--- src/rtl/mst_pkg.sv ---
package mst_pkg;
  localparam logic [1:0] SZ_BYTE = 2'd0;
  localparam logic [1:0] SZ_HALF = 2'd1;

  localparam logic [1:0] SEL_ICACHE = 2'd0;
  localparam logic [1:0] SEL_MAIN   = 2'd1;
  localparam logic [1:0] SEL_MINI   = 2'd2;

  typedef enum logic [3:0] {
    ST_IDLE, ST_ILOOK, ST_IUPD, ST_XLAT, ST_MLOOK, ST_NLOOK,
    ST_DUPD, ST_WBW, ST_DRAIN, ST_MEMW, ST_DONE
  } state_e;

  function automatic logic is_word(input logic [1:0] sz);
    return sz[1];
  endfunction

  function automatic logic [2:0] byte_len(input logic [1:0] sz);
    if (is_word(sz)) return 3'd4;
    else if (sz == SZ_HALF) return 3'd2;
    else return 3'd1;
  endfunction
endpackage

--- src/rtl/mst_align_chk.sv ---
module mst_align_chk
  import mst_pkg::*;
(
  input  logic       en,
  input  logic [1:0] va_lo,
  input  logic [1:0] size,
  output logic       misaligned
);
  logic word_bad;
  logic half_bad;

  always_comb begin
    word_bad   = is_word(size) && (va_lo != 2'b00);
    half_bad   = (size == SZ_HALF) && va_lo[0];
    misaligned = en && (word_bad || half_bad);
  end
endmodule

--- src/rtl/mst_addr_form.sv ---
module mst_addr_form
  import mst_pkg::*;
#(
  parameter int ADDR_W = 32
) (
  input  logic [ADDR_W-1:0] base,
  input  logic [1:0]        va_lo,
  input  logic [1:0]        size,
  input  logic              translated,
  output logic [ADDR_W-1:0] addr
);
  assign addr[ADDR_W-1:2] = base[ADDR_W-1:2];

  for (genvar gi = 0; gi < 2; gi++) begin : g_low
    logic take_va;
    logic keep_base;
    always_comb begin
      keep_base = !is_word(size);
      take_va   = (size == SZ_BYTE) || ((size == SZ_HALF) && (gi == 1));
      if (!translated) addr[gi] = base[gi];
      else addr[gi] = (keep_base & base[gi]) | (take_va & va_lo[gi]);
    end
  end
endmodule

--- src/rtl/mst_capture.sv ---
module mst_capture #(
  parameter int ADDR_W = 32,
  parameter int DATA_W = 32
) (
  input  logic              clk,
  input  logic              rst_n,
  input  logic              cap_req,
  input  logic              cap_xl,
  input  logic [ADDR_W-1:0] in_va,
  input  logic [DATA_W-1:0] in_data,
  input  logic [1:0]        in_size,
  input  logic              in_mmu_en,
  input  logic              in_align_en,
  input  logic              in_wb_en,
  input  logic [ADDR_W-1:0] in_pa,
  input  logic              in_buf,
  output logic [ADDR_W-1:0] va_q,
  output logic [DATA_W-1:0] data_q,
  output logic [1:0]        size_q,
  output logic              mmu_en_q,
  output logic              align_en_q,
  output logic              wb_en_q,
  output logic [ADDR_W-1:0] pa_q,
  output logic              buf_q
);
  always_ff @(posedge clk) begin
    if (!rst_n) begin
      va_q       <= '0;
      data_q     <= '0;
      size_q     <= '0;
      mmu_en_q   <= 1'b0;
      align_en_q <= 1'b0;
      wb_en_q    <= 1'b0;
    end else if (cap_req) begin
      va_q       <= in_va;
      data_q     <= in_data;
      size_q     <= in_size;
      mmu_en_q   <= in_mmu_en;
      align_en_q <= in_align_en;
      wb_en_q    <= in_wb_en;
    end
  end

  always_ff @(posedge clk) begin
    if (!rst_n) begin
      pa_q  <= '0;
      buf_q <= 1'b0;
    end else if (cap_xl) begin
      pa_q  <= in_pa;
      buf_q <= in_buf;
    end
  end
endmodule

--- src/rtl/mst_fsm.sv ---
module mst_fsm
  import mst_pkg::*;
#(
  parameter int              FAULT_W     = 4,
  parameter logic [FAULT_W-1:0] ALIGN_FAULT = 1
) (
  input  logic               clk,
  input  logic               rst_n,
  input  logic               req_valid,
  input  logic               mmu_en_q,
  input  logic               wb_en_q,
  input  logic               buf_q,
  input  logic               misaligned,
  input  logic               lk_rsp_valid,
  input  logic               lk_rsp_hit,
  input  logic               xl_rsp_valid,
  input  logic [FAULT_W-1:0] xl_rsp_xfault,
  input  logic [FAULT_W-1:0] xl_rsp_pfault,
  input  logic               cu_ready,
  input  logic               wb_ready,
  input  logic               mw_ready,
  input  logic               drain_done,
  output logic               req_ready,
  output logic               cap_req,
  output logic               cap_xl,
  output logic               lk_req_valid,
  output logic [1:0]         lk_req_sel,
  output logic               xl_req_valid,
  output logic               cu_valid,
  output logic [1:0]         cu_sel,
  output logic               wb_valid,
  output logic               mw_valid,
  output logic               drain_req,
  output logic               translated,
  output logic               done_valid,
  output logic [FAULT_W-1:0] done_fault
);
  state_e             state, state_n;
  logic [1:0]         dsel_q, dsel_n;
  logic [FAULT_W-1:0] fault_q, fault_n;
  state_e             after_icache;
  state_e             after_miss;

  // Where the store goes once the instruction-cache step is over.
  always_comb begin
    if (!mmu_en_q) after_icache = ST_MEMW;
    else if (misaligned) after_icache = ST_DONE;
    else after_icache = ST_XLAT;
  end

  // Sink for a store that missed both data caches.
  always_comb begin
    if (!buf_q) after_miss = ST_DRAIN;
    else if (wb_en_q) after_miss = ST_WBW;
    else after_miss = ST_MEMW;
  end

  always_comb begin
    state_n = state;
    dsel_n  = dsel_q;
    fault_n = fault_q;
    cap_req = 1'b0;
    cap_xl  = 1'b0;
    unique case (state)
      ST_IDLE: begin
        if (req_valid) begin
          cap_req = 1'b1;
          fault_n = '0;
          state_n = ST_ILOOK;
        end
      end
      ST_ILOOK: begin
        if (lk_rsp_valid) begin
          if (lk_rsp_hit) state_n = ST_IUPD;
          else begin
            state_n = after_icache;
            if (after_icache == ST_DONE) fault_n = ALIGN_FAULT;
          end
        end
      end
      ST_IUPD: begin
        if (cu_ready) begin
          state_n = after_icache;
          if (after_icache == ST_DONE) fault_n = ALIGN_FAULT;
        end
      end
      ST_XLAT: begin
        if (xl_rsp_valid) begin
          if (xl_rsp_xfault != '0) begin
            fault_n = xl_rsp_xfault;
            state_n = ST_DONE;
          end else if (xl_rsp_pfault != '0) begin
            fault_n = xl_rsp_pfault;
            state_n = ST_DONE;
          end else begin
            cap_xl  = 1'b1;
            state_n = ST_MLOOK;
          end
        end
      end
      ST_MLOOK: begin
        if (lk_rsp_valid) begin
          if (lk_rsp_hit) begin
            dsel_n  = SEL_MAIN;
            state_n = ST_DUPD;
          end else state_n = ST_NLOOK;
        end
      end
      ST_NLOOK: begin
        if (lk_rsp_valid) begin
          if (lk_rsp_hit) begin
            dsel_n  = SEL_MINI;
            state_n = ST_DUPD;
          end else state_n = after_miss;
        end
      end
      ST_DUPD:  if (cu_ready)   state_n = ST_DONE;
      ST_WBW:   if (wb_ready)   state_n = ST_DONE;
      ST_MEMW:  if (mw_ready)   state_n = ST_DONE;
      ST_DRAIN: if (drain_done) state_n = ST_MEMW;
      ST_DONE:  state_n = ST_IDLE;
      default:  state_n = ST_IDLE;
    endcase
  end

  always_ff @(posedge clk) begin
    if (!rst_n) begin
      state   <= ST_IDLE;
      dsel_q  <= SEL_MAIN;
      fault_q <= '0;
    end else begin
      state   <= state_n;
      dsel_q  <= dsel_n;
      fault_q <= fault_n;
    end
  end

  always_comb begin
    req_ready    = (state == ST_IDLE);
    lk_req_valid = (state == ST_ILOOK) || (state == ST_MLOOK) || (state == ST_NLOOK);
    unique case (state)
      ST_MLOOK: lk_req_sel = SEL_MAIN;
      ST_NLOOK: lk_req_sel = SEL_MINI;
      default:  lk_req_sel = SEL_ICACHE;
    endcase
    xl_req_valid = (state == ST_XLAT);
    cu_valid     = (state == ST_IUPD) || (state == ST_DUPD);
    cu_sel       = (state == ST_IUPD) ? SEL_ICACHE : dsel_q;
    wb_valid     = (state == ST_WBW);
    mw_valid     = (state == ST_MEMW);
    drain_req    = (state == ST_DRAIN);
    translated   = mmu_en_q;
    done_valid   = (state == ST_DONE);
    done_fault   = fault_q;
  end
endmodule

--- src/rtl/mmu_store_ctrl.sv ---
module mmu_store_ctrl
  import mst_pkg::*;
#(
  parameter int                 ADDR_W      = 32,
  parameter int                 DATA_W      = 32,
  parameter int                 FAULT_W     = 4,
  parameter logic [FAULT_W-1:0] ALIGN_FAULT = 1
) (
  input  logic               clk,
  input  logic               rst_n,
  input  logic               cfg_mmu_en,
  input  logic               cfg_align_en,
  input  logic               cfg_wb_en,
  input  logic               req_valid,
  output logic               req_ready,
  input  logic [ADDR_W-1:0]  req_va,
  input  logic [DATA_W-1:0]  req_data,
  input  logic [1:0]         req_size,
  output logic               lk_req_valid,
  output logic [1:0]         lk_req_sel,
  output logic [ADDR_W-1:0]  lk_req_va,
  input  logic               lk_rsp_valid,
  input  logic               lk_rsp_hit,
  output logic               xl_req_valid,
  output logic [ADDR_W-1:0]  xl_req_va,
  input  logic               xl_rsp_valid,
  input  logic [FAULT_W-1:0] xl_rsp_xfault,
  input  logic [FAULT_W-1:0] xl_rsp_pfault,
  input  logic [ADDR_W-1:0]  xl_rsp_pa,
  input  logic               xl_rsp_buf,
  output logic               cu_valid,
  input  logic               cu_ready,
  output logic [1:0]         cu_sel,
  output logic [ADDR_W-1:0]  cu_va,
  output logic [DATA_W-1:0]  cu_data,
  output logic [1:0]         cu_size,
  output logic               wb_valid,
  input  logic               wb_ready,
  output logic [ADDR_W-1:0]  wb_addr,
  output logic [DATA_W-1:0]  wb_data,
  output logic [2:0]         wb_len,
  output logic               mw_valid,
  input  logic               mw_ready,
  output logic [ADDR_W-1:0]  mw_addr,
  output logic [DATA_W-1:0]  mw_data,
  output logic [1:0]         mw_size,
  output logic               drain_req,
  input  logic               drain_done,
  output logic               done_valid,
  output logic [FAULT_W-1:0] done_fault
);
  logic              cap_req, cap_xl;
  logic [ADDR_W-1:0] va_q, pa_q, base, wr_addr;
  logic [DATA_W-1:0] data_q;
  logic [1:0]        size_q;
  logic              mmu_en_q, align_en_q, wb_en_q, buf_q;
  logic              misaligned, translated;

  mst_capture #(.ADDR_W(ADDR_W), .DATA_W(DATA_W)) u_cap (
    .clk(clk), .rst_n(rst_n), .cap_req(cap_req), .cap_xl(cap_xl),
    .in_va(req_va), .in_data(req_data), .in_size(req_size),
    .in_mmu_en(cfg_mmu_en), .in_align_en(cfg_align_en), .in_wb_en(cfg_wb_en),
    .in_pa(xl_rsp_pa), .in_buf(xl_rsp_buf),
    .va_q(va_q), .data_q(data_q), .size_q(size_q), .mmu_en_q(mmu_en_q),
    .align_en_q(align_en_q), .wb_en_q(wb_en_q), .pa_q(pa_q), .buf_q(buf_q)
  );

  mst_align_chk u_align (
    .en(align_en_q), .va_lo(va_q[1:0]), .size(size_q), .misaligned(misaligned)
  );

  mst_fsm #(.FAULT_W(FAULT_W), .ALIGN_FAULT(ALIGN_FAULT)) u_fsm (
    .clk(clk), .rst_n(rst_n), .req_valid(req_valid),
    .mmu_en_q(mmu_en_q), .wb_en_q(wb_en_q), .buf_q(buf_q), .misaligned(misaligned),
    .lk_rsp_valid(lk_rsp_valid), .lk_rsp_hit(lk_rsp_hit),
    .xl_rsp_valid(xl_rsp_valid), .xl_rsp_xfault(xl_rsp_xfault),
    .xl_rsp_pfault(xl_rsp_pfault), .cu_ready(cu_ready), .wb_ready(wb_ready),
    .mw_ready(mw_ready), .drain_done(drain_done),
    .req_ready(req_ready), .cap_req(cap_req), .cap_xl(cap_xl),
    .lk_req_valid(lk_req_valid), .lk_req_sel(lk_req_sel),
    .xl_req_valid(xl_req_valid), .cu_valid(cu_valid), .cu_sel(cu_sel),
    .wb_valid(wb_valid), .mw_valid(mw_valid), .drain_req(drain_req),
    .translated(translated), .done_valid(done_valid), .done_fault(done_fault)
  );

  assign base = translated ? pa_q : va_q;

  mst_addr_form #(.ADDR_W(ADDR_W)) u_addr (
    .base(base), .va_lo(va_q[1:0]), .size(size_q),
    .translated(translated), .addr(wr_addr)
  );

  assign lk_req_va = va_q;
  assign xl_req_va = va_q;
  assign cu_va     = va_q;
  assign cu_data   = data_q;
  assign cu_size   = size_q;
  assign wb_addr   = wr_addr;
  assign wb_data   = data_q;
  assign wb_len    = byte_len(size_q);
  assign mw_addr   = wr_addr;
  assign mw_data   = data_q;
  assign mw_size   = size_q;
endmodule

--- config.mk ---
export PLATFORM = sky130hd
export DESIGN_NAME = mmu_store_ctrl
export DESIGN_NICKNAME = d
export VERILOG_FILES = /design/src/rtl/mst_pkg.sv /design/src/rtl/mst_align_chk.sv /design/src/rtl/mst_addr_form.sv /design/src/rtl/mst_capture.sv /design/src/rtl/mst_fsm.sv /design/src/rtl/mmu_store_ctrl.sv
export SDC_FILE = /design/constraint.sdc
export NUM_CORES = 1
export LEC_CHECK = 0
export CAP_MARGIN = 10
export CORE_AREA = 2 2 155 157
export CTS_BUF_LIST = sky130_fd_sc_hd__clkbuf_4 sky130_fd_sc_hd__clkbuf_8 sky130_fd_sc_hd__clkbuf_16
export CTS_CLUSTER_SIZE = 8
export DETAILED_ROUTE_END_ITERATION = 8
export DIE_AREA = 0 0 157 159
export DONT_BUFFER_PORTS = 1
export GPL_TIMING_DRIVEN = 0
export PLACE_DENSITY_LB_ADDON = 0.1
export SLEW_MARGIN = 20
export SYNTH_ARGS = -nofsm -noshare
export SYNTH_HDL_FRONTEND = slang
export SYNTH_SLANG_ARGS = --single-unit
--- constraint.sdc ---
create_clock -name clk -period 3.5 [get_ports clk]
set_input_delay 0.175 -clock clk [delete_from_list [all_inputs] [get_ports clk]]
set_output_delay 0.175 -clock clk [all_outputs]
set_load 0.01 [all_outputs]
After elaboration in Yosys (flattened, before gate mapping) --
Index checks and enable logic that the tools add are counted.
Cells by class: $add $sub $neg 0, multiply operators 0, divide/modulo/power cells 0, order comparisons 0, equal/unequal tests 26, shifts and indexed selects 0, mux-type cells 47, bitwise gates (word level) 6, reductions and logical operators 19
Operator list (count):
- $mux 4 | 26
- $pmux 4 s10 | 1
- $mux 32 | 1
- $ne 2x2->1 const B | 9
- $eq 4x3->1 const B | 4
- $eq 4x4->1 const B | 4
- $pmux 4 s4 | 1
- $mux 2 | 7
- $reduce_bool 4->1 | 3
- $reduce_and 10->1 | 1
- $eq 4x2->1 const B | 2
- $mux 1 | 8
- $ne 2x1->1 const B | 4
- $pmux 2 s2 | 2
- $reduce_and 7->1 | 1
- $logic_or 1x1->1 | 5
- $reduce_and 5->1 | 1
- $and 1x1->1 | 4
- $eq 4x1->1 const B | 1
- $logic_not 4->1 | 1
- $reduce_bool 2->1 | 2
- $logic_and 1x1->1 | 3
- $mux 3 | 1
- $ne 3x1->1 const B | 1
- 4 further kinds | 5
Storage, ports and cells: flip-flop bits (word level) 112, bits in latches 0, bits in writable memories 0, ROM bits 0, bits of input ports 120, output and inout bits 279, word-level logic and storage cells 109, memories 0

Depth between registers and ports, before layout --
Gate-level depths: netlist of run 1.
depth in word-level cells 11, gate-level depth with buffers 8

Hierarchy --
A second synthesis of run 1 with hierarchy kept.
Second synthesis, totals: cell total of the unflattened synthesis 686, area, all modules 6766.5 um2
By module, submodules not included:
- mst_capture | times used 1, cells each 329, area an instance 3847.4 um2
- mmu_store_ctrl | times used 1, cells each 201, area an instance 1778.0 um2
- mst_fsm | times used 1, cells each 119, area an instance 872.1 um2
- mst_addr_form | times used 1, cells each 34, area an instance 252.7 um2
- mst_align_chk | times used 1, cells each 3, area an instance 16.3 um2

Worst setup path before layout of run 1 --
No wires, ideal clock.
path kind register to register, from reg u_fsm.state[0], to reg u_cap.data_q[22], setup time 0.132 ns, arrival 1.586 ns, data required time 3.368 ns, setup slack 1.782 ns, stages on the path, launching flop included 8, period minus slack after synthesis 1.718 ns, path through dfxtp_1 -> buf_2 -> nor4_2 -> nand2_1 -> buf_2 -> clkbuf_1 -> nand2_1 -> a21oi_1
Between the ends: word-level cells in the longest chain between the ends 2
RTL lines:
- from (decl) | RTL line mst_fsm.sv:38 | state_e state, state_n;
- from (signal assigned) | RTL line mst_fsm.sv:132 | state <= state_n;
- $logic_not 4->1
- named net req_ready | RTL line mmu_store_ctrl.sv:15 | output logic req_ready,
- $mux 1 | RTL line mst_fsm.sv:64 | unique case (state)
- to (signal assigned) | RTL line mst_capture.sv:36 | data_q <= in_data;
- to (decl) | RTL line mst_capture.sv:18 | output logic [DATA_W-1:0] data_q,
The timed path passes the listed nets, and every way through them passes these cells. A chain may end at the register's enable or synchronous reset.

Worst setup path after layout of run 1 --
from reg u_cap.mmu_en_q, to out wb_addr[1]
Between the ends: word-level cells in the longest chain between the ends 4
RTL lines:
- from (decl) | RTL line mst_capture.sv:20 | output logic mmu_en_q,
- from (signal assigned) | RTL line mst_capture.sv:38 | mmu_en_q <= in_mmu_en;
- $mux 32 | RTL line mmu_store_ctrl.sv:86 | assign base = translated ? pa_q : va_q;
- $and 1x1->1 | RTL line mst_addr_form.sv:21 | else addr[gi] = (keep_base & base[gi]) | (take_va & va_lo[gi]);
- $or 1x1->1 | RTL line mst_addr_form.sv:21
- $mux 1 * | RTL line mst_addr_form.sv:20 | if (!translated) addr[gi] = base[gi];
- to (decl) | RTL line mmu_store_ctrl.sv:39 | output logic [ADDR_W-1:0] wb_addr,
Every way passes the cells marked *; elsewhere a longest branch is shown, timed or not.

==> flow_metrics.py, run 1 <==
metrics = {
    "die": {
        "die_h_um": 159,
        "die_x_um": 157,
        "fp.coreArea_mm2": 0.0232,
        "initial_utilization": 0.260,
        "num_rows": 56,
        "io_pins": 399,
        "design.die.area_mm2": 0.0250,
    },
    "critical_path": {
        "r2r_slack_ns": 1.00,
        "r2r_cells": 7,
        "rr_startpoint": "u_fsm.state[0]",
        "required_ns": 3.32,
        "worstPathMaxFanout": 10,
        "crit_path_start_kind": "flip-flop",
        "timing.rr.end": "u_cap.data_q[24]",
        "crit_type": "reg -> out",
        "arrival_ns": 2.66,
        "end_kind": "output port",
    },
    "logic_synthesis": {
        "synth_cell_types": 50,
        "seq_area_frac_synth": 0.372,
        "avgSynthCellArea_um2": 7.84,
        "synth-seq-cells": 112,
        "synth_flop_cell": "dfxtp_1",
        "syn_inst": 769,
        "syn_area_mm2": 0.00603,
        "synth_edf_count": 0,
        "async_flop_share": 0,
        "syn_nets": 889,
        "yosys_warnings": 0,
    },
    "sta": {
        "final_hold_viol_count": 0,
        "max_freq_ghz": 0.353,
        "maxSlewViolCount": 0,
        "period_minus_slack_ns": 2.83,
        "period_share": 0.809,
        "totalNegativeSetupSlack_ns": 0,
        "tightest_slew_ns": 0.809,
        "setup_viol": 0,
        "rsz0062_at_grt": "no",
        "slew_headroom": 0.460,
        "fin_skew_ns": 0.00772,
    },
    "layout": {
        "multi_input_area_mm2": 0.00232,
        "fillCellCount": 2502,
        "num-nets-final": 1002,
        "ff_latch_area_mm2": 0.00224,
        "synthToLayoutAreaGrowth_pct": 28.4,
        "finish.utilization": 0.334,
        "drive_gt1_frac": 0.274,
    },
    "drt": {
        "drt-initial-drc-count": 183,
        "route.detailed.drc": 0,
        "ant_nets": 0,
        "drt_wl_total_mm": 22.0,
        "firstDrtPassIters": 6,
        "routedWlPerCell_um": 18.2,
        "viasPerCell": 4.46,
        "vias": 5380,
    },
    "hold_path": {
        "min_from": "xl_rsp_xfault[3]",
        "hold_class": "in -> reg",
        "hold_path_depth": 2,
        "min_to": "u_fsm.done_fault[3]",
    },
    "placed_design": {
        "numPortBuffers": 0,
        "hpwlAfterDp_mm": 16.5,
        "place.gp.congestion": 0.845,
    },
    "job": {
        "max-cap-violations": 0,
    },
    "global_route": {
        "grt_pass1_vias": 5334,
        "grtUsageTotal": 0.167,
        "overflow": 0,
        "grt_max_degree": 19,
        "antenna_found_initial": 1,
        "grt_pass1_wl_mm": 32.0,
    },
    "clock_network": {
        "cts_hold_buf": 102,
        "clkLatencyLatePin_ns": 0.36,
        "cts-resized-gates": 0,
        "post_cts_buffers": 0,
        "h-tree-depth": 3,
        "cts_root_buffer": "clkbuf_16",
        "cts_buffers": 9,
        "clock_tree.buffer_depth": 2,
        "cts_tree": "built",
        "path_clk_slew_ns": 0.08,
        "clock_sinks": 112,
    },
    "power": {
        "p_leak_nw": 3.17,
        "powerDensity_mw_per_mm2": 618,
        "peakVddDrop_v": 0.000210,
    },
    "status": {
        "status": "finished, final reports clean",
    },
}
-- cell usage in the layout, fill, tap and decap left out, types with 6 or more instances in the layout --
cell type / Yosys / routed
o21ai_0: 8 / 8
dfxtp_1: 112 / 112
buf_2: 12 / 12
nand2_1: 214 / 214
dlygate4sd3_1: 0 / 102
nor2_1: 14 / 14
a21oi_1: 103 / 103
clkbuf_1: 24 / 24
clkbuf_16: 0 / 9
mux2_2: 30 / 30
a21oi_2: 9 / 9
nor2b_1: 6 / 6
buf_4: 167 / 167
-- final cells by class --
| cell class | instances | share of cell area |
|---|---|---|
| multi-input cells | 442 | 0.299 |
| clock inverters | 5 | 0.00517 |
| well taps | 319 | 0.0515 |
| plain buffers | 209 | 0.187 |
| inverters | 6 | 0.00291 |
| repair buffers | 102 | 0.132 |
| clock buffers | 11 | 0.0326 |
| diodes | 1 | 0.000323 |
| flip-flops and latches | 112 | 0.289 |
-- critical path: stages, from the launching register on --
cell and delay (ns):
dfxtp_1 0.32, clkbuf_1 0.61, clkbuf_1 0.58, a21oi_1 0.14, a21oi_1 0.42, buf_4 0.21
-- worst max-delay path by stage --
stage | slack (ns) | start | to
6_report | 0.67 | u_cap.mmu_en_q | wb_addr[1]
5_1_grt | 0.41 | u_cap.mmu_en_q | wb_addr[1]
4_1_cts | 0.54 | u_cap.mmu_en_q | wb_addr[1]
3_5_place_dp | 0.95 | u_cap.mmu_en_q | wb_addr[1]
3_3_place_gp | 0.95 | u_fsm.state[0] | u_cap.data_q[27]
2_1_floorplan | 1.78 | u_fsm.state[0] | u_cap.data_q[22]
-- cells by family (layout without fill, tap and decap cells) --
logic type,Yosys count,count (layout),share of synthesized area
buffers and inverters,215,333,0.244
AO/OA/AOI/OAI,144,144,0.139
flip-flops,112,112,0.372
AND/OR/NAND/NOR,264,264,0.183
other,0,1,0
multiplexers,34,34,0.0626
-- cells in the mapped netlist (2+ instances only) --
cell,instances,share of area
nand2_1,214,0.13
buf_4,167,0.21
dfxtp_1,112,0.37
a21oi_1,103,0.085
mux2_2,30,0.056
clkbuf_1,24,0.015
nor2_1,14,0.0087
buf_2,12,0.010
a21oi_2,9,0.013
o21ai_0,8,0.0066
nor2b_1,6,0.0062
inv_1,5,0.0031
nand3_1,5,0.0041
a21boi_0,4,0.0050
mux2i_1,4,0.0066
nand2b_1,4,0.0041
nor3_1,4,0.0033
a211oi_1,3,0.0037
buf_1,3,0.0019
buf_6,3,0.0056
o41ai_1,3,0.0044
and2_1,2,0.0021
nor3b_1,2,0.0025
o21a_1,2,0.0025
-- flip-flops by register name, indices dropped and copies added, names as in the netlist, 2 cells and up --
| name | flops |
|---|---|
| u_fsm.done_fault | 4 |
| u_cap.pa_q | 32 |
| u_cap.va_q | 32 |
| u_fsm.state | 4 |
| u_cap.size_q | 2 |
| u_cap.data_q | 32 |
| u_fsm.dsel_q | 2 |
-- metrics by stage --
step | power, mW | hold slack, ns | cells | instance area (um^2) | setup WS (ns)
after global placement | 3.72 | 0.315 | 1088 | 6430 | 0.948
final | 4.79 | 0.0351 | 1207 | 7750 | 0.669
after detailed placement | 3.72 | 0.318 | 1088 | 6430 | 0.948
after CTS | 4.88 | 0.0194 | 1206 | 7740 | 0.536
after global routing | 5.11 | 0.0377 | 1207 | 7750 | 0.413
after floorplan | 3.26 | 0.311 | 769 | 6030 | 1.78
-- metal layers --
metal / vias to the layer above / part of all wire / track usage
li1: 2581 / - / -
met1: 2514 / 0.40 / 0.186
met2: 267 / 0.52 / 0.316
met3: 18 / 0.064 / 0.0338
met4: 0 / 0.014 / 0.0488
met5: - / 0 / 0
-- power by group --
| part | internal [mW] | switching, mW | total, mW |
|---|---|---|---|
| clock network | 0.529 | 0.517 | 1.05 |
| logic | 0.867 | 1.05 | 1.92 |
| registers | 1.46 | 0.367 | 1.83 |
(Power assumes the default switching activity.)
==> run 2, diff against run 1 <==
Clock period 3.5 ns to 2.8 ns, I/O delays scaled along.
==> flow_metrics.py, run 2 (synthesized netlist as in run 1, its figures left out) <==
metrics = {
    "drt": {
        "firstDrtPassIters": 6,
        "drt-initial-drc-count": 187,
        "routedWlPerCell_um": 18.2,
        "route.detailed.drc": 0,
        "drt_wl_total_mm": 22.0,
        "vias": 5413,
        "ant_nets": 0,
        "viasPerCell": 4.48,
    },
    "sta": {
        "setup_viol": 0,
        "period_minus_slack_ns": 2.51,
        "tightest_slew_ns": 0.750,
        "fin_skew_ns": 0.00748,
        "final_hold_viol_count": 0,
        "maxSlewViolCount": 0,
        "slew_headroom": 0.500,
        "rsz0062_at_grt": "no",
        "period_share": 0.897,
        "max_freq_ghz": 0.398,
        "totalNegativeSetupSlack_ns": 0,
    },
    "placed_design": {
        "place.gp.congestion": 0.845,
        "hpwlAfterDp_mm": 16.5,
        "placed_cells": 1088,
        "numPortBuffers": 0,
    },
    "power": {
        "powerDensity_mw_per_mm2": 771,
        "peakVddDrop_v": 0.000263,
        "p_leak_nw": 3.18,
        "total_power_mw": 5.99,
    },
    "clock_network": {
        "path_clk_slew_ns": 0.08,
        "cts_tree": "built",
        "cts_root_buffer": "clkbuf_16",
        "h-tree-depth": 3,
        "post_cts_buffers": 0,
        "clkLatencyLatePin_ns": 0.36,
        "cts_buffers": 9,
        "clock_sinks": 112,
        "clock_tree.buffer_depth": 2,
    },
    "layout": {
        "fillCellCount": 2499,
        "layout_commonest_cell": "nand2_1",
        "reg.largest.list": "u_cap.data_q (32), u_cap.pa_q (32), u_cap.va_q (32)",
        "ff_latch_area_mm2": 0.00224,
        "multi_input_area_mm2": 0.00232,
        "fin_cells": 1209,
        "drive_gt1_frac": 0.274,
        "final_cell_mix": "214 x nand2_1, 167 x buf_4, 112 x dfxtp_1",
        "num-nets-final": 1004,
        "synthToLayoutAreaGrowth_pct": 28.8,
        "finish.utilization": 0.335,
    },
    "critical_path": {
        "cp-startpoint": "u_cap.mmu_en_q",
        "arrival_ns": 2.37,
        "end_kind": "output port",
        "rr_startpoint": "u_fsm.state[0]",
        "crit_type": "reg -> out",
        "crit_path_start_kind": "flip-flop",
        "required_ns": 2.66,
        "worstPathMaxFanout": 10,
    },
    "hold_path": {
        "hold_class": "in -> reg",
        "min_from": "xl_rsp_xfault[2]",
    },
    "global_route": {
        "grt_pass1_vias": 5343,
        "antenna_found_initial": 1,
        "grtUsageTotal": 0.167,
        "grt_max_degree": 19,
        "overflow": 0,
        "grt_pass1_wl_mm": 32.0,
    },
    "status": {
        "status": "finished, final reports clean",
    },
    "die": {
        "design.die.area_mm2": 0.0250,
        "die_x_um": 157,
        "initial_utilization": 0.260,
        "fp.coreArea_mm2": 0.0232,
        "io_pins": 399,
        "num_rows": 56,
        "die_h_um": 159,
    },
    "job": {
        "max-cap-violations": 0,
    },
}
==> run 2: path summary, 6_finish.rpt <==
check / to / depth (start not counted) / slack, ns
worst min register to register: u_cap.pa_q[3] / 2 / 0.46
worst min-delay path: u_fsm.done_fault[2] / 2 / 0.01
worst max register to register: u_cap.size_q[0] / 7 / 0.32
worst max-delay path: wb_addr[1] / 5 / 0.29
==> run 2: timing repair <==
action,4_1_cts,5_1_grt
hold buffers,104,0
endpoints found under the setup margin,2,0
hold endpoints to repair,103,0
gates resized for setup,1,0
==> run 2: worst max-delay path, cell delays in order (launching register included) <==
cell      delay [ns]
dfxtp_1         0.32
clkbuf_2        0.33
clkbuf_1        0.57
a21oi_1         0.14
a21oi_1         0.43
buf_4           0.21
==> run 2: layout make-up <==
cell class | instances | area share
buffer | 209 | 0.187
clock buffer | 11 | 0.0325
multi-input combinational | 442 | 0.298
tap | 319 | 0.0514
clock inverter | 5 | 0.00515
sequential | 112 | 0.289
timing repair buffer | 104 | 0.134
antenna | 1 | 0.000322
inverter | 6 | 0.00290
==> run 2: routing by layer <==
| metal | global-route usage | vias to the layer above | wire length, um |
|---|---|---|---|
| li1 | - | 2585 | - |
| met1 | 0.186 | 2543 | 8820 |
| met2 | 0.316 | 267 | 11500 |
| met3 | 0.0338 | 18 | 1370 |
| met4 | 0.0488 | 0 | 312 |
| met5 | 0 | - | 0 |
==> run 2: per-stage QoR <==
stage               cell area, um^2  hold slack, ns  worst slack, ns
finish                         7770          0.0105            0.289
global placement               6430           0.280            0.248
global route                   7770         0.00267           0.0923
detailed placement             6430           0.283            0.269
floorplan                      6030           0.276             1.08
CTS                            7770         0.00105            0.197
==> run 2: where the power goes <==
part / switching [mW] / total, mW / internal [mW]
logic: 1.31 / 2.40 / 1.09
clock network: 0.644 / 1.31 / 0.662
registers: 0.459 / 2.28 / 1.83
total: 2.42 / 5.99 / 3.57
==> run 3, diff against run 2 <==
==> constraint.sdc (replaced) <==
create_clock -name clk -period 2.8 [get_ports clk]
set_input_delay 0.28 -clock clk [delete_from_list [all_inputs] [get_ports clk]]
set_output_delay 0.28 -clock clk [all_outputs]
set_load 0.01 [all_outputs]
==> flow_metrics.py, run 3 (synthesized netlist as in run 1, its figures left out) <==
metrics = {
    "status": {
        "status": "finished, final reports clean",
    },
    "sta": {
        "setup_viol": 0,
        "fin_skew_ns": 0.00783,
        "period_minus_slack_ns": 2.48,
        "rsz0062_at_grt": "no",
        "final_hold_viol_count": 0,
        "maxSlewViolCount": 0,
        "slew_headroom": 0.488,
        "tightest_slew_ns": 0.768,
        "max_freq_ghz": 0.403,
        "period_share": 0.886,
        "totalNegativeSetupSlack_ns": 0,
        "setup_slack_ns": 0.319,
    },
    "clock_network": {
        "h-tree-depth": 3,
        "cts-resized-gates": 1,
        "clock_sinks": 112,
        "cts_tree": "built",
        "cts_hold_buf": 0,
        "cts_buffers": 9,
        "clkLatencyLatePin_ns": 0.35,
        "clock_tree.buffer_depth": 2,
        "post_cts_buffers": 0,
        "cts_root_buffer": "clkbuf_16",
        "path_clk_slew_ns": 0.08,
    },
    "power": {
        "clockPowerShare": 0.222,
        "p_sw_frac": 0.406,
        "power.internal_mw": 3.48,
        "peakVddDrop_v": 0.000261,
        "powerDensity_mw_per_mm2": 870,
        "pwr-share-comb": 0.388,
        "switching_power_mw": 2.38,
        "p_leak_nw": 2.75,
        "seq_power_share": 0.390,
    },
    "critical_path": {
        "crit_type": "reg -> reg",
        "timing.rr.end": "u_cap.size_q[0]",
        "r2r_cells": 7,
        "required_ns": 3.02,
        "arrival_ns": 2.70,
        "end_kind": "flip-flop",
        "rr_startpoint": "u_fsm.state[0]",
        "r2r_slack_ns": 0.32,
        "worstPathMaxFanout": 10,
        "crit_path_start_kind": "flip-flop",
    },
    "die": {
        "num_rows": 56,
        "die_x_um": 157,
        "initial_utilization": 0.260,
        "die_h_um": 159,
        "design.die.area_mm2": 0.0250,
        "io_pins": 399,
        "fp.coreArea_mm2": 0.0232,
    },
    "layout": {
        "drive_gt1_frac": 0.312,
        "ff_latch_area_mm2": 0.00224,
        "reg.largest.list": "u_cap.data_q (32), u_cap.pa_q (32), u_cap.va_q (32)",
        "layout_commonest_cell": "nand2_1",
        "synthToLayoutAreaGrowth_pct": 11.5,
        "final_cell_mix": "214 x nand2_1, 167 x buf_4, 112 x dfxtp_1",
        "fillCellCount": 2546,
        "fin_area_mm2": 0.00673,
        "diodes": 0,
        "fin_cells": 1104,
        "multi_input_area_mm2": 0.00232,
        "num-nets-final": 900,
    },
    "hold_path": {
        "hold_path_depth": 2,
        "min_from": "req_size[0]",
        "min_to": "u_cap.size_q[0]",
        "hold_class": "in -> reg",
    },
    "placed_design": {
        "hpwlAfterDp_mm": 16.5,
        "placed_area_mm2": 0.00643,
        "place.gp.congestion": 0.845,
        "preCtsSetupSlack_ns": 0.143,
        "numPortBuffers": 0,
        "placed_cells": 1088,
    },
    "drt": {
        "route.detailed.drc": 0,
        "drt_wl_total_mm": 21.5,
        "routedWlPerCell_um": 19.5,
        "drt-initial-drc-count": 211,
        "viasPerCell": 4.56,
        "firstDrtPassIters": 4,
        "vias": 5033,
        "ant_nets": 0,
    },
    "global_route": {
        "grt_pass1_vias": 4884,
        "grtUsageTotal": 0.164,
        "antenna_found_initial": 0,
        "overflow": 0,
        "grt_pass1_wl_mm": 30.8,
        "grt_max_degree": 19,
    },
    "job": {
        "max-cap-violations": 0,
    },
}
-- run 3: worst max-delay path by stage --
stage / start / endpoint / slack (ns) / depth (start not counted)
final: u_fsm.state[0] / u_cap.size_q[0] / 0.32 / 7
after global routing: u_fsm.state[0] / u_cap.data_q[28] / 0.12 / 7
after CTS: u_cap.mmu_en_q / wb_addr[1] / 0.06 / 5
after detailed placement: u_cap.mmu_en_q / wb_addr[1] / 0.14 / 5
after global placement: u_cap.mmu_en_q / wb_addr[1] / 0.21 / 5
after floorplan: u_cap.mmu_en_q / wb_addr[10] / 1.01 / 4
-- run 3: stage by stage --
stage                     total power, mW  utilization  hold slack (ns)
after floorplan                      4.08            -            0.416
after global placement               4.65        0.277            0.420
after detailed placement             4.64        0.277            0.423
after CTS                            5.98        0.290           0.0325
after global routing                 6.26        0.290           0.0354
final                                5.86        0.290           0.0508
-- run 3: worst max-delay path, stage by stage, from the launching register on --
cell and delay [ns]:
dfxtp_1 0.33, buf_2 0.19, nor4_2 0.61, nand2_1 0.44, buf_2 0.32, clkbuf_1 0.26, nand2_1 0.13, a21oi_1 0.06
-- run 3: area by class of cell --
type	count	share of cell area
buffer	209	0.216
clock buffer	11	0.0376
clock inverter	5	0.00595
inverter	6	0.00335
multi-input combinational	442	0.345
sequential	112	0.333
tap	319	0.0593
-- run 3: per-layer routing --
metal / up-vias / share of wire / GRT usage / wire length [um]
met5: - / 0 / 0 / 0
met4: 0 / 0.014 / 0.0505 / 310
met3: 17 / 0.078 / 0.0446 / 1680
met2: 265 / 0.52 / 0.303 / 11100
met1: 2376 / 0.39 / 0.179 / 8380
li1: 2375 / - / - / -
-- run 3: power by group through the flow --
stage	logic, mW	clock network, mW	registers (mW)
5_1_grt	2.49	1.43	2.34
4_1_cts	2.31	1.37	2.30
3_3_place_gp	2.32	0	2.33
2_1_floorplan	1.91	0	2.17
6_report	2.27	1.30	2.28
3_5_place_dp	2.31	0	2.34
